File: src/rtl/sdcmd_pkg.sv
// Shared types, field positions and the CRC7 helper for the command engine.
// Assumes a 16-bit command word and the fixed 48-bit command frame.
package sdcmd_pkg;

    localparam int ARG_W     = 32;
    localparam int CW_W      = 16;
    localparam int FRAME_W   = 48;
    localparam int SHORT_W   = 48;
    localparam int LONG_W    = 136;
    localparam int CRC_W     = 7;
    localparam int HDR_W     = FRAME_W - CRC_W - 1;

    localparam int CW_BRK    = 6;
    localparam int CW_KIND_L = 7;

    localparam int ST_READY  = 0;
    localparam int ST_TMO    = 1;
    localparam int ST_CRC    = 2;
    localparam int ST_CIRQ   = 3;

    typedef enum logic [2:0] {
        KIND_NONE = 3'd0,
        KIND_R1   = 3'd1,
        KIND_R2   = 3'd2,
        KIND_R3   = 3'd3,
        KIND_R4   = 3'd4,
        KIND_R5   = 3'd5,
        KIND_R6   = 3'd6,
        KIND_R1B  = 3'd7
    } rsp_kind_e;

    typedef enum logic [2:0] {
        S_IDLE,
        S_SEND,
        S_GAP,
        S_RESP,
        S_RELW
    } eng_state_e;

    // One serial step of the x^7 + x^3 + 1 checksum.
    function automatic logic [CRC_W-1:0] crc7_step(input logic [CRC_W-1:0] c,
                                                   input logic b);
        logic fb;
        logic [CRC_W-1:0] n;
        fb   = b ^ c[6];
        n[0] = fb;
        n[1] = c[0];
        n[2] = c[1];
        n[3] = c[2] ^ fb;
        n[4] = c[3];
        n[5] = c[4];
        n[6] = c[5];
        return n;
    endfunction

    // Checksum of a whole frame header, MSB first.
    function automatic logic [CRC_W-1:0] crc7_hdr(input logic [HDR_W-1:0] h);
        logic [CRC_W-1:0] c;
        c = '0;
        for (int i = HDR_W - 1; i >= 0; i--) begin
            c = crc7_step(c, h[i]);
        end
        return c;
    endfunction

endpackage

File: src/rtl/sdcmd_crc7.sv
// Serial CRC7 accumulator. Clear has priority over a bit update.
// Assumes one bit per enabled cycle, MSB of the covered field first.
module sdcmd_crc7
    import sdcmd_pkg::*;
(
    input  logic             clk,
    input  logic             rst_n,
    input  logic             clr,
    input  logic             en,
    input  logic             bit_in,
    output logic [CRC_W-1:0] crc
);

    // Accumulate the checksum over the enabled bits.
    always_ff @(posedge clk) begin
        if (!rst_n || clr) begin
            crc <= '0;
        end else if (en) begin
            crc <= crc7_step(crc, bit_in);
        end
    end

endmodule

File: src/rtl/sdcmd_tx.sv
// Frame shifter for the CMD line. Drives one bit per falling strobe, MSB
// first, and releases the line on the falling strobe after the last bit.
// Assumes load only arrives while inactive; cancel has priority over all.
module sdcmd_tx
    import sdcmd_pkg::*;
#(
    parameter int W = FRAME_W
)(
    input  logic         clk,
    input  logic         rst_n,
    input  logic         load,
    input  logic [W-1:0] frame,
    input  logic         fall_stb,
    input  logic         cancel,
    output logic         line,
    output logic         oe,
    output logic         done
);

    localparam int CNT_W = $clog2(W + 1);

    logic [W-1:0]     sh_q;
    logic [CNT_W-1:0] sent_q;
    logic             act_q;

    // Shift the frame out and flag the release of the line.
    always_ff @(posedge clk) begin
        done <= 1'b0;
        if (!rst_n || cancel) begin
            act_q  <= 1'b0;
            oe     <= 1'b0;
            line   <= 1'b1;
            sent_q <= '0;
            sh_q   <= '0;
        end else if (load) begin
            sh_q   <= frame;
            sent_q <= '0;
            act_q  <= 1'b1;
        end else if (act_q && fall_stb) begin
            if (sent_q == CNT_W'(W)) begin
                oe    <= 1'b0;
                line  <= 1'b1;
                act_q <= 1'b0;
                done  <= 1'b1;
            end else begin
                line   <= sh_q[W-1];
                oe     <= 1'b1;
                sh_q   <= {sh_q[W-2:0], 1'b0};
                sent_q <= sent_q + 1'b1;
            end
        end
    end

endmodule

File: src/rtl/sdcmd_rx.sv
// Response collector. Once armed, it waits for a low start bit on a rising
// strobe, then shifts in a short or long token and checks its CRC7.
// Assumes arm and cancel are single-cycle; cancel wins over arm.
module sdcmd_rx
    import sdcmd_pkg::*;
(
    input  logic              clk,
    input  logic              rst_n,
    input  logic              arm,
    input  logic              cancel,
    input  logic              long_mode,
    input  logic              crc_skip,
    input  logic              rise_stb,
    input  logic              line,
    output logic              started,
    output logic              done,
    output logic              crc_bad,
    output logic [LONG_W-1:0] token
);

    localparam int CNT_W   = $clog2(LONG_W + 1);
    localparam int S_LO    = 0;
    localparam int S_HI    = SHORT_W - 9;
    localparam int L_LO    = 8;
    localparam int L_HI    = LONG_W - 9;

    logic             armed_q;
    logic [CNT_W-1:0] cnt_q;
    logic [CNT_W-1:0] last_idx;
    logic [CNT_W-1:0] win_lo;
    logic [CNT_W-1:0] win_hi;
    logic             take;
    logic             in_win;
    logic [CRC_W-1:0] crc_acc;

    // Pick the token length and the checksum window for the kind.
    always_comb begin
        last_idx = long_mode ? CNT_W'(LONG_W - 1) : CNT_W'(SHORT_W - 1);
        win_lo   = long_mode ? CNT_W'(L_LO) : CNT_W'(S_LO);
        win_hi   = long_mode ? CNT_W'(L_HI) : CNT_W'(S_HI);
        take     = armed_q && rise_stb && (started || !line);
        in_win   = (cnt_q >= win_lo) && (cnt_q <= win_hi);
    end

    sdcmd_crc7 u_crc (
        .clk    (clk),
        .rst_n  (rst_n),
        .clr    (arm),
        .en     (take && in_win),
        .bit_in (line),
        .crc    (crc_acc)
    );

    // Shift in token bits and pulse done after the last one.
    always_ff @(posedge clk) begin
        done <= 1'b0;
        if (!rst_n) begin
            armed_q <= 1'b0;
            started <= 1'b0;
            cnt_q   <= '0;
            token   <= '0;
        end else if (cancel) begin
            armed_q <= 1'b0;
            started <= 1'b0;
        end else if (arm) begin
            armed_q <= 1'b1;
            started <= 1'b0;
            cnt_q   <= '0;
        end else if (take) begin
            token   <= {token[LONG_W-2:0], line};
            cnt_q   <= cnt_q + 1'b1;
            started <= 1'b1;
            if (cnt_q == last_idx) begin
                armed_q <= 1'b0;
                started <= 1'b0;
                done    <= 1'b1;
            end
        end
    end

    // Compare the accumulated checksum with the received field.
    assign crc_bad = !crc_skip && (crc_acc != token[CRC_W:1]);

endmodule

File: src/rtl/sdcmd_engine.sv
// Command phase controller for an SD/MMC card bus. It builds and sends
// a command frame, waits for the selected response, stores it and records
// the outcome in a read-to-clear status word.
// Assumes rise_stb and fall_stb are one-cycle pulses that never coincide.
module sdcmd_engine
    import sdcmd_pkg::*;
#(
    parameter int TO_CLKS  = 64,
    parameter int GAP_CLKS = 8
)(
    input  logic             clk,
    input  logic             rst_n,
    input  logic             rise_stb,
    input  logic             fall_stb,
    input  logic             arg_wr,
    input  logic [ARG_W-1:0] arg_data,
    input  logic             cmd_wr,
    input  logic [CW_W-1:0]  cmd_word,
    input  logic             status_rd,
    input  logic             cmd_in,
    input  logic             dat0_in,
    output logic             cmd_out,
    output logic             cmd_oe,
    output logic [3:0]       stat_word,
    output logic [4:0]       ctl_sta,
    output logic [31:0]      resp0,
    output logic [31:0]      resp1,
    output logic [31:0]      resp2,
    output logic [31:0]      resp3
);

    localparam int CNT_MAX  = (TO_CLKS > GAP_CLKS) ? TO_CLKS : GAP_CLKS;
    localparam int CNT_W    = $clog2(CNT_MAX + 1);
    localparam int N_WORDS  = 4;

    eng_state_e        state_q;
    rsp_kind_e         kind_q;
    rsp_kind_e         kind_in;
    logic [ARG_W-1:0]  arg_q;
    logic [CNT_W-1:0]  cnt_q;
    logic [3:0]        set_bits;
    logic [31:0]       resp_q [N_WORDS];

    logic              idle;
    logic              launch;
    logic              abort;
    logic              tmo_hit;
    logic [HDR_W-1:0]  header;
    logic [FRAME_W-1:0] frame;

    logic              tx_done;
    logic              rx_arm;
    logic              rx_cancel;
    logic              rx_started;
    logic              rx_done;
    logic              rx_crc_bad;
    logic [LONG_W-1:0] token;

    logic              unused_cw_bits;

    // Decode the request and assemble the outgoing frame.
    always_comb begin
        idle    = (state_q == S_IDLE);
        kind_in = rsp_kind_e'(cmd_word[CW_KIND_L +: 3]);
        launch  = idle && cmd_wr;
        abort   = !idle && cmd_wr && cmd_word[CW_BRK];
        header  = {1'b0, 1'b1, cmd_word[5:0], arg_q};
        frame   = {header, crc7_hdr(header), 1'b1};
        tmo_hit = (state_q == S_RESP) && rise_stb && !rx_started && cmd_in
                  && (cnt_q == CNT_W'(TO_CLKS - 1));
        rx_arm  = (state_q == S_SEND) && tx_done && (kind_q != KIND_NONE);
        rx_cancel = abort || tmo_hit;
    end

    // Data kind, direction and stop fields are carried but unused here.
    assign unused_cw_bits = ^{cmd_word[15:10], token[LONG_W-1:128]};

    sdcmd_tx #(.W(FRAME_W)) u_tx (
        .clk      (clk),
        .rst_n    (rst_n),
        .load     (launch),
        .frame    (frame),
        .fall_stb (fall_stb),
        .cancel   (abort),
        .line     (cmd_out),
        .oe       (cmd_oe),
        .done     (tx_done)
    );

    sdcmd_rx u_rx (
        .clk       (clk),
        .rst_n     (rst_n),
        .arm       (rx_arm),
        .cancel    (rx_cancel),
        .long_mode (kind_q == KIND_R2),
        .crc_skip  (kind_q == KIND_R3),
        .rise_stb  (rise_stb),
        .line      (cmd_in),
        .started   (rx_started),
        .done      (rx_done),
        .crc_bad   (rx_crc_bad),
        .token     (token)
    );

    // Work out which status flags this cycle raises.
    always_comb begin
        set_bits = '0;
        case (state_q)
            S_GAP: begin
                if (rise_stb && cnt_q == CNT_W'(GAP_CLKS - 1)) begin
                    set_bits[ST_READY] = 1'b1;
                end
            end
            S_RESP: begin
                if (tmo_hit) begin
                    set_bits[ST_TMO] = 1'b1;
                end else if (rx_done) begin
                    if (rx_crc_bad) begin
                        set_bits[ST_CRC] = 1'b1;
                    end else if (kind_q != KIND_R1B) begin
                        set_bits[ST_READY] = 1'b1;
                        set_bits[ST_CIRQ]  = (kind_q == KIND_R5);
                    end
                end
            end
            S_RELW: begin
                if (rise_stb && dat0_in) begin
                    set_bits[ST_READY] = 1'b1;
                end
            end
            default: set_bits = '0;
        endcase
        if (abort) begin
            set_bits = '0;
        end
    end

    // Sequence the command phase through its states.
    always_ff @(posedge clk) begin
        if (!rst_n) begin
            state_q <= S_IDLE;
            kind_q  <= KIND_NONE;
            cnt_q   <= '0;
        end else if (abort) begin
            state_q <= S_IDLE;
        end else begin
            case (state_q)
                S_IDLE: begin
                    if (launch) begin
                        state_q <= S_SEND;
                        kind_q  <= kind_in;
                    end
                end
                S_SEND: begin
                    if (tx_done) begin
                        cnt_q   <= '0;
                        state_q <= (kind_q == KIND_NONE) ? S_GAP : S_RESP;
                    end
                end
                S_GAP: begin
                    if (rise_stb) begin
                        cnt_q <= cnt_q + 1'b1;
                        if (cnt_q == CNT_W'(GAP_CLKS - 1)) begin
                            state_q <= S_IDLE;
                        end
                    end
                end
                S_RESP: begin
                    if (tmo_hit) begin
                        state_q <= S_IDLE;
                    end else if (rx_done) begin
                        state_q <= (!rx_crc_bad && kind_q == KIND_R1B) ? S_RELW : S_IDLE;
                    end else if (rise_stb && !rx_started && cmd_in) begin
                        cnt_q <= cnt_q + 1'b1;
                    end
                end
                S_RELW: begin
                    if (rise_stb && dat0_in) begin
                        state_q <= S_IDLE;
                    end
                end
                default: state_q <= S_IDLE;
            endcase
        end
    end

    // Hold the most recent argument.
    always_ff @(posedge clk) begin
        if (!rst_n) begin
            arg_q <= '0;
        end else if (arg_wr) begin
            arg_q <= arg_data;
        end
    end

    // Sticky status flags, cleared by a read.
    always_ff @(posedge clk) begin
        if (!rst_n) begin
            stat_word <= '0;
        end else begin
            stat_word <= (status_rd ? 4'b0 : stat_word) | set_bits;
        end
    end

    // Response words: long tokens fill all four, short ones only word 0.
    for (genvar g = 0; g < N_WORDS; g++) begin : g_resp
        always_ff @(posedge clk) begin
            if (!rst_n) begin
                resp_q[g] <= '0;
            end else if ((state_q == S_RESP) && rx_done && !abort) begin
                if (kind_q == KIND_R2) begin
                    resp_q[g] <= token[32*g +: 32];
                end else if (g == 0) begin
                    resp_q[g] <= token[39:8];
                end
            end
        end
    end

    assign resp0 = resp_q[0];
    assign resp1 = resp_q[1];
    assign resp2 = resp_q[2];
    assign resp3 = resp_q[3];

    // Controller status: any busy, command busy, release-wait busy.
    always_comb begin
        ctl_sta    = '0;
        ctl_sta[1] = (state_q == S_SEND) || (state_q == S_GAP) || (state_q == S_RESP);
        ctl_sta[4] = (state_q == S_RELW);
        ctl_sta[0] = ctl_sta[1] || ctl_sta[4];
    end

endmodule

File: config.mk
export PLATFORM = sky130hd
export DESIGN_NAME = sdcmd_engine
export DESIGN_NICKNAME = d
export VERILOG_FILES = /design/src/rtl/sdcmd_pkg.sv /design/src/rtl/sdcmd_crc7.sv /design/src/rtl/sdcmd_tx.sv /design/src/rtl/sdcmd_rx.sv /design/src/rtl/sdcmd_engine.sv
export SDC_FILE = /design/constraint.sdc
export NUM_CORES = 1
export LEC_CHECK = 0
export ABC_AREA = 1
export BUFFER_PORTS_ARGS = -buffer_cell sky130_fd_sc_hd__buf_2
export CAP_MARGIN = 20
export CELL_PAD_IN_SITES_DETAIL_PLACEMENT = 1
export CELL_PAD_IN_SITES_GLOBAL_PLACEMENT = 1
export CORE_MARGIN = 5
export CORE_UTILIZATION = 47
export DETAILED_ROUTE_END_ITERATION = 7
export GPL_TIMING_DRIVEN = 1
export HOLD_SLACK_MARGIN = 0.03
export PLACE_DENSITY = 0.95
export SLEW_MARGIN = 40
export SYNTH_ARGS = -nofsm -noshare
export SYNTH_HDL_FRONTEND = slang
export SYNTH_HIERARCHICAL = 1
export SYNTH_SLANG_ARGS = --single-unit
File: constraint.sdc
create_clock -name clk -period 11.2 [get_ports clk]
set_input_delay 2.8 -clock clk [delete_from_list [all_inputs] [get_ports clk]]
set_output_delay 2.8 -clock clk [all_outputs]
set_load 0.02 [all_outputs]
Word level (Yosys, flattened, before mapping)
Memories as Yosys holds them, arrays and structs flattened.
Cells that the tools add are included.
- output and inout bits: 139
- memory bits (writable): 128
- register bits after elaboration: 253
- memories kept: 1
- logic and storage cells: 260
- equality and inequality tests: 24
- magnitude comparators: 2
- bitwise gates (word level): 87
- mux-type cells: 65
- reductions and logical operators: 60
- $add $sub $neg: 3
- memory list (memory ; depth ; width ; rd ports ; clocked after Yosys merged registers in ; write ports ; line ; RTL):
    resp_q ; 4 ; 32 ; 4 ; 0 ; 4 ; sdcmd_engine.sv:42 ; logic [31:0] resp_q [N_WORDS];
- operator list (operator ; count):
    32-bit 2-to-1 mux ; 5
    47-bit 2-to-1 mux ; 3
    1-bit bitwise XOR ; 71
    7-bit 2-to-1 mux ; 6
    1-bit 2-to-1 mux ; 31
    3-bit 2-to-1 mux ; 9
    8-bit 2-to-1 mux ; 3
    1-bit logical AND ; 22
    7-bit one-hot mux with 3 select lines ; 1
    3-bit one-hot mux with 5 select lines ; 1
    3-bit by 2-bit == test with 1-bit output (second input constant) ; 4
    4-bit 2-to-1 mux ; 3
    2-bit != test (second input constant) ; 6
    2-bit AND reduction ; 6
    1-bit NOT ; 10
    3-bit == test (second input constant) ; 3
    8-bit by 1-bit adder with 8-bit output (second input constant) ; 1
    8-bit == test ; 1
    8-bit >= comparator ; 1
    8-bit less-or-equal comparator ; 1
    2-bit nonzero test ; 4
    7-bit by 1-bit adder with 7-bit output (second input constant) ; 1
    7-bit by 3-bit == test with 1-bit output (second input constant) ; 1
    7-bit by 6-bit == test with 1-bit output (second input constant) ; 1
    21 further kinds ; 46

Logic depth before layout (Yosys ltp)
Gate-level depths: netlist (run 1).
- depth in word-level cells: 19
- mapped depth: 29

By module
Netlist (run 1), hierarchy kept.
- by module, submodules not included (module ; times used ; area each (um^2) ; sequential area each (um^2) ; cells an instance):
    sdcmd_engine ; 1 ; 8498.2 ; 4824.6 ; 999
    sdcmd_rx ; 1 ; 5479.0 ; 2942.8 ; 708
    sdcmd_tx ; 1 ; 3420.8 ; 1161.1 ; 445
    sdcmd_crc7 ; 1 ; 331.6 ; 140.1 ; 41

Least setup slack after synthesis (run 1)
Ideal clock, no wire load.
- path kind: input -> register
- start: in cmd_wr
- end: mem resp_q[1][0], enable pin
- library setup time: 582 ps
- data required time: 10618 ps
- setup slack: 2751 ps
- arrival: 7867 ps
- stages: 5
- cell sequence: nand3_1 inv_1 nor2_1 inv_1 a21oi_1
- RTL lines (element ; line ; RTL):
    from (decl) ; sdcmd_engine.sv:17 ; input logic cmd_wr,
    to (decl) ; sdcmd_engine.sv:42 ;

Worst setup path after layout (run 1)
- start: in cmd_word[4]
- end: reg u_tx.sh_q[1]
- word-level cells in the longest chain between the ends: 18
- ends and longest elaborated chain (element ; line ; RTL):
    from (decl) ; sdcmd_engine.sv:18 ; input logic [CW_W-1:0] cmd_word,
    1-bit bitwise XOR ; sdcmd_pkg.sv:45 ; fb = b ^ c[6];
    1-bit bitwise XOR ; sdcmd_pkg.sv:49 ; n[3] = c[2] ^ fb;
    1-bit bitwise XOR ; sdcmd_pkg.sv:45 ;
    1-bit bitwise XOR ; sdcmd_pkg.sv:49 ;
    1-bit bitwise XOR ; sdcmd_pkg.sv:45 ;
    1-bit bitwise XOR ; sdcmd_pkg.sv:49 ;
    1-bit bitwise XOR ; sdcmd_pkg.sv:45 ;
    1-bit bitwise XOR ; sdcmd_pkg.sv:49 ;
    [3 not listed] ; n/a ;
    1-bit bitwise XOR ; sdcmd_pkg.sv:49 ;
    1-bit bitwise XOR ; sdcmd_pkg.sv:45 ;
    1-bit bitwise XOR ; sdcmd_pkg.sv:49 ;
    1-bit bitwise XOR ; sdcmd_pkg.sv:45 ;
    1-bit bitwise XOR (*) ; sdcmd_pkg.sv:49 ;
    1-bit bitwise XOR (*) ; sdcmd_pkg.sv:45 ;
    net frame[1] ; sdcmd_engine.sv:49 ; logic [FRAME_W-1:0] frame;
    47-bit 2-to-1 mux (*) ; sdcmd_tx.sv:35 ; end else if (load) begin
    to (signal assigned) ; sdcmd_tx.sv:36 ; sh_q <= frame;
    to (signal assigned) ; sdcmd_tx.sv:48 ; sh_q <= {sh_q[W-2:0], 1'b0};
    to (decl) ; sdcmd_tx.sv:22 ; logic [W-1:0] sh_q;
Mark *: on every way through the listed nets, which the timed path passes. The rest lies on a longest branch.
A chain may end at the register's enable or synchronous reset.

==> flow_metrics.env, run 1 <==
export IMPL_cp_max_fo=6
export IMPL_relSlewSlack_pct=42.5
export IMPL_whs_ns=0.471
export IMPL_cts_buffer_depth=3
export IMPL_layout_setup_ws_ns=5.99
export IMPL_synth_area_um2=17500
export IMPL_first_global_vias=16367
export IMPL_clk_insertion_delay_late_ns=0.57
export IMPL_cellLeakagePower_nw=8.50
export IMPL_cap_violations=0
export IMPL_yosys_warnings=6
export IMPL_area_growth_pct=14.0
export IMPL_pre_cts_slack_ns=5.53
export IMPL_p_total_w=0.00373
export IMPL_grt_start_max_net_pins=106
export IMPL_power_density_nw_per_um2=187
export IMPL_antenna_cells=0
export IMPL_nFillCells=4455
export IMPL_dp_hpwl_um=33600
export IMPL_rows=70
export IMPL_period_needed_ns=5.21
export IMPL_grt_use_total_pct=25.0
export IMPL_worstSetupPathType="in2reg"
export IMPL_cts_resized=0
export IMPL_cp_top_family="simple AND/OR/NAND/NOR gates"
export IMPL_status="finished, final reports clean"
export IMPL_setup_viol=0
export IMPL_arrival_ns=5.66
export IMPL_gr_total_overflow=0
export IMPL_fin_area_um2=19900
export IMPL_crit_path_end_kind="register"
export IMPL_fp_dieW_um=203
export IMPL_grt_antenna_before_repair=0
export IMPL_drtAntennaViolNets=0
export IMPL_grt_setup_unrepaired="false"
export IMPL_max_freq_ghz=0.192
export IMPL_cp_slowest_stage_delay_ns=0.23
export IMPL_cts_setup_buffers=0
export IMPL_drive_above_1_share_pct=19.9
export IMPL_vias=15191
export IMPL_fin_setup_tns_ns=0
export IMPL_crit_buf_inv=4
export IMPL_post_dp_cell_area_um2=18500
export IMPL_drcViolationCount=0
export IMPL_cts_tree="yes"
export IMPL_htreeDepth=2
export IMPL_wl_um=52600
export IMPL_worstSetupStartpointType="input port"
export IMPL_vias_per_cell=5.43
export IMPL_gp_congestion=0.870
export IMPL_initial_utilization_pct=47.7
export IMPL_nets=2361
export IMPL_port_buffers=187
export IMPL_first_iter_violations=870
export IMPL_tightest_slew_ns=0.863
export IMPL_die_y_um=203
export IMPL_wl_per_cell_um=18.8
export IMPL_cts_root_buf="clkbuf_16"
export IMPL_core_area_um2=36600
export IMPL_irDropWorstVdd_mv=0.128
export IMPL_syn_area_per_cell_um2=8.08
export IMPL_io_pins=196
export IMPL_hold_viol=0
export IMPL_grt_first_pass_wirelength_um=84900
export IMPL_critical_path_slowest_cell="a21boi_0"
export IMPL_required_ns=11.65
export IMPL_dieArea_um2=41100
export IMPL_hold_path_class="reg2reg"
export IMPL_crit_top_cell="nand2_1"
export IMPL_slew_viol_final=0
export IMPL_clock_sinks=381
export IMPL_fin_worst_skew_ns=0.0131
export IMPL_clk_pin_slew_ns=0.06
export IMPL_dr_pass1_iters=5
export IMPL_syn_inst=2161
export IMPL_period_share_pct=46.5
export IMPL_numCtsBuffers=41
export IMPL_cts_hold_buf=0
[registers in the layout (all words and copies together), names as in the netlist, 3 cells and up]
signal / cells
stat_word: 4
u_tx/sh_q: 48
u_rx/u_crc/crc: 7
resp_q: 128
u_rx/cnt_q: 8
cnt_q: 7
u_rx/token: 128
kind_q: 3
u_tx/sent_q: 6
arg_q: 32
state_q: 3
[cell type report]
class | instances | area [um^2] | share of cell area (%)
multi-input cells | 1416 | 6960 | 34.9
repair buffers | 200 | 1050 | 5.30
clock inverters | 16 | 211 | 1.06
inverters | 255 | 976 | 4.90
clock buffers | 60 | 1220 | 6.13
flip-flops and latches | 381 | 8910 | 44.7
well taps | 468 | 586 | 2.94
[worst paths after layout]
| kind | from | endpoint | slack [ns] | depth (start not counted) |
|---|---|---|---|---|
| worst max-delay path | cmd_word[4] | u_tx/sh_q[1] | 5.99 | 28 |
| worst min-delay path | u_tx/act_q | u_tx/act_q | 0.47 | 1 |
| worst max register to register | cnt_q[0] | u_rx/token[55] | 7.63 | 13 |
| worst min register to register | u_tx/act_q | u_tx/act_q | 0.47 | 1 |
[routing by layer]
metal,global-route usage [%],vias to the layer above,share of wire [%]
met1,29.3,7482,40
met3,4.38,111,4.7
met2,45.4,380,52
met4,9.60,0,3.6
met5,0,-,0
li1,-,7218,-
[per-stage QoR]
stage	instances	utilization (%)
finish	2796	54.4
global route	2796	54.4
CTS	2796	54.4
detailed placement	2720	50.5
global placement	2720	50.4
floorplan	2164	-
[worst reg2reg max path: stages, from the launching register on]
cell     delay [ns]
dfxtp_1        0.38
ha_1           0.19
nand2_1        0.09
nor3_1         0.29
nand4_1        0.36
nand2_1        0.14
inv_1          0.09
nand2_2        0.10
nor2_4         0.04
buf_4          0.32
inv_4          0.47
buf_6          0.62
nor2_1         0.17
nor2_1         0.22
[layout by cell type (no fill, tap or decap), types with 4 or more instances in the layout]
cell type and n:
nor2_1 403, nand2_1 371, dfxtp_1 253, inv_1 229
buf_2 186, nand3_1 142, edfxtp_1 128, o21ai_1 96
o21ai_0 78, nand2_2 64, a21oi_1 49, a21oi_2 48
clkbuf_16 43, nand3_2 40, o22ai_1 34, inv_2 21
nand4_1 12, xor2_1 10, ha_1 9, clkbuf_1 9
buf_4 9, nor3_1 8, clkbuf_8 8, clkinv_2 6
xnor2_1 5, conb_1 5, buf_6 5, nand2_4 4
bufinv_16 4, a211oi_2 4
[power by group]
part           total, W  switching (W)  leakage (nW)  internal [W]
Clock           0.00144       0.000587         0.701      0.000855
Combinational  0.000741       0.000533          4.47      0.000208
Sequential      0.00155      0.0000455          3.33       0.00150
No activity file was read; power rests on OpenSTA's default activity.
==> run 2: changes to the inputs <==
--- a/config.mk
+++ b/config.mk
@@ -5,17 +5,17 @@
 export SDC_FILE = /design/constraint.sdc
 export NUM_CORES = 1
 export LEC_CHECK = 0
-export ABC_AREA = 1
+export ABC_AREA = 0
 export BUFFER_PORTS_ARGS = -buffer_cell sky130_fd_sc_hd__buf_2
 export CAP_MARGIN = 20
 export CELL_PAD_IN_SITES_DETAIL_PLACEMENT = 1
 export CELL_PAD_IN_SITES_GLOBAL_PLACEMENT = 1
 export CORE_MARGIN = 5
-export CORE_UTILIZATION = 47
+export CORE_UTILIZATION = 46
 export DETAILED_ROUTE_END_ITERATION = 7
 export GPL_TIMING_DRIVEN = 1
 export HOLD_SLACK_MARGIN = 0.03
-export PLACE_DENSITY = 0.95
+export PLACE_DENSITY = 0.92
 export SLEW_MARGIN = 40
 export SYNTH_ARGS = -nofsm -noshare
 export SYNTH_HDL_FRONTEND = slang
==> constraint.sdc (replaced) <==
create_clock -name clk -period 4.9 [get_ports clk]
set_input_delay 1.225 -clock clk [delete_from_list [all_inputs] [get_ports clk]]
set_output_delay 1.225 -clock clk [all_outputs]
set_load 0.02 [all_outputs]
==> flow_metrics.env, run 2 <==
export IMPL_fp_dieW_um=200
export IMPL_initial_utilization_pct=46.7
export IMPL_period_share_pct=73.6
export IMPL_period_needed_ns=3.61
export IMPL_grt_use_total_pct=22.8
export IMPL_layout_commonest_cell="nand2_1"
export IMPL_reg_largest_list="resp_q: 128 flops, u_rx/token: 128 flops, u_tx/sh_q: 48 flops"
export IMPL_drcViolationCount=0
export IMPL_cp_max_fo=56
export IMPL_irDropWorstVdd_mv=0.386
export IMPL_yosys_warnings=6
export IMPL_rows=69
export IMPL_setup_viol=0
export IMPL_clock_sinks=381
export IMPL_pre_cts_slack_ns=0.844
export IMPL_nets=1855
export IMPL_arrival_ns=4.07
export IMPL_gr_total_overflow=0
export IMPL_vias=13296
export IMPL_grt_antenna_before_repair=0
export IMPL_vias_per_cell=5.82
export IMPL_fin_worst_skew_ns=0.0185
export IMPL_relSlewSlack_pct=47.5
export IMPL_grt_start_max_net_pins=129
export IMPL_cts_setup_buffers=0
export IMPL_hold_viol=0
export IMPL_layout_common_cells="284 x nand2_1, 252 x dfxtp_1, 187 x buf_2, 154 x a21oi_1, 128 x edfxtp_1"
export IMPL_syn_area_per_cell_um2=9.90
export IMPL_io_pins=196
export IMPL_slew_viol_final=0
export IMPL_grt_setup_unrepaired="false"
export IMPL_clk_insertion_delay_late_ns=0.56
export IMPL_die_y_um=200
export IMPL_max_freq_ghz=0.277
export IMPL_wl_per_cell_um=20.7
export IMPL_cellLeakagePower_nw=6.87
export IMPL_first_global_vias=13886
export IMPL_crit_path_end_kind="register"
export IMPL_worstSetupPathType="in2reg"
export IMPL_synth_area_um2=16600
export IMPL_dr_pass1_iters=5
export IMPL_area_growth_pct=15.3
export IMPL_status="finished, final reports clean"
export IMPL_power_density_nw_per_um2=403
export IMPL_syn_inst=1676
export IMPL_cts_resized=0
export IMPL_grt_first_pass_wirelength_um=74600
export IMPL_layout_setup_ws_ns=1.29
export IMPL_htreeDepth=2
export IMPL_drive_above_1_share_pct=16.4
export IMPL_hold_path_class="reg2reg"
export IMPL_fin_setup_tns_ns=0
export IMPL_clk_pin_slew_ns=0.06
export IMPL_core_area_um2=35600
export IMPL_numCtsBuffers=42
export IMPL_whs_ns=0.466
export IMPL_cts_tree="yes"
export IMPL_dieArea_um2=40000
export IMPL_first_iter_violations=749
export IMPL_gp_congestion=0.806
export IMPL_cts_hold_buf=0
export IMPL_cts_root_buf="clkbuf_16"
export IMPL_port_buffers=187
export IMPL_worstSetupStartpointType="input port"
export IMPL_tightest_slew_ns=0.781
export IMPL_dp_hpwl_um=29400
export IMPL_cts_buffer_depth=3
export IMPL_drtAntennaViolNets=0
export IMPL_cap_violations=0
export IMPL_wl_um=47200
export IMPL_required_ns=5.36
run 2: cell types whose count changed in the layout (fill, tap and decap cells not counted), sizes merged, moves of 44 or more:
cell | before | now
a2bb2oi | 0 | 47
and2 | 0 | 99
a21oi | 98 | 154
o21ai | 174 | 68
nand2 | 440 | 285
nor2 | 408 | 55
o2111ai | 0 | 48
nand3 | 184 | 66
mux2i | 0 | 44
inv | 254 | 20
a31oi | 2 | 52
run 2: layout make-up:
class	count	area [um^2]
Antenna cell	1	2.50
Clock buffer	59	1180
Clock inverter	19	173
Fill cell	4000	16400
Inverter	17	66.3
Multi-Input combinational cell	1137	7060
Sequential cell	381	8910
Tap cell	461	577
Timing Repair Buffer	210	1170
run 2: worst paths after layout:
check,startpoint,to,slack [ns],depth (start not counted)
worst min-delay path,u_rx/token[102],u_rx/token[103],0.47,2
worst max-delay path,rise_stb,u_rx/token[48],1.29,9
worst min register to register,u_rx/token[102],u_rx/token[103],0.47,2
worst max register to register,state_q[1],u_rx/token[48],1.50,8
run 2: layer usage:
layer / wire (um) / track usage (%) / vias up
li1: - / - / 6188
met1: 19100 / 27.7 / 6622
met2: 24400 / 41.3 / 395
met3: 2310 / 3.39 / 91
met4: 1450 / 8.25 / 0
met5: 0 / 0 / -
run 2: stage by stage:
stage / util, % / area, um^2 / std cells / power, W
floorplan: - / 16600 / 1679 / 0.00435
global placement: 49.9 / 17800 / 2205 / 0.00458
detailed placement: 49.9 / 17800 / 2205 / 0.00463
CTS: 53.8 / 19100 / 2283 / 0.00778
global route: 53.8 / 19100 / 2284 / 0.00799
finish: 53.8 / 19100 / 2285 / 0.00771
run 2: where the power goes:
group,internal [W],switching [W],total [W]
clock,0.00181,0.00132,0.00313
sequential,0.00340,0.000106,0.00351
combinational,0.000516,0.000564,0.00108
total,0.00572,0.00199,0.00771
run 2: worst max-delay path: stages:
cell	delay [ns]
buf_2	0.16
nand3b_1	0.17
nor4_1	0.72
or2_2	0.27
or2_1	0.25
or3_4	0.53
buf_12	0.33
nand2_1	0.11
a21oi_1	0.25
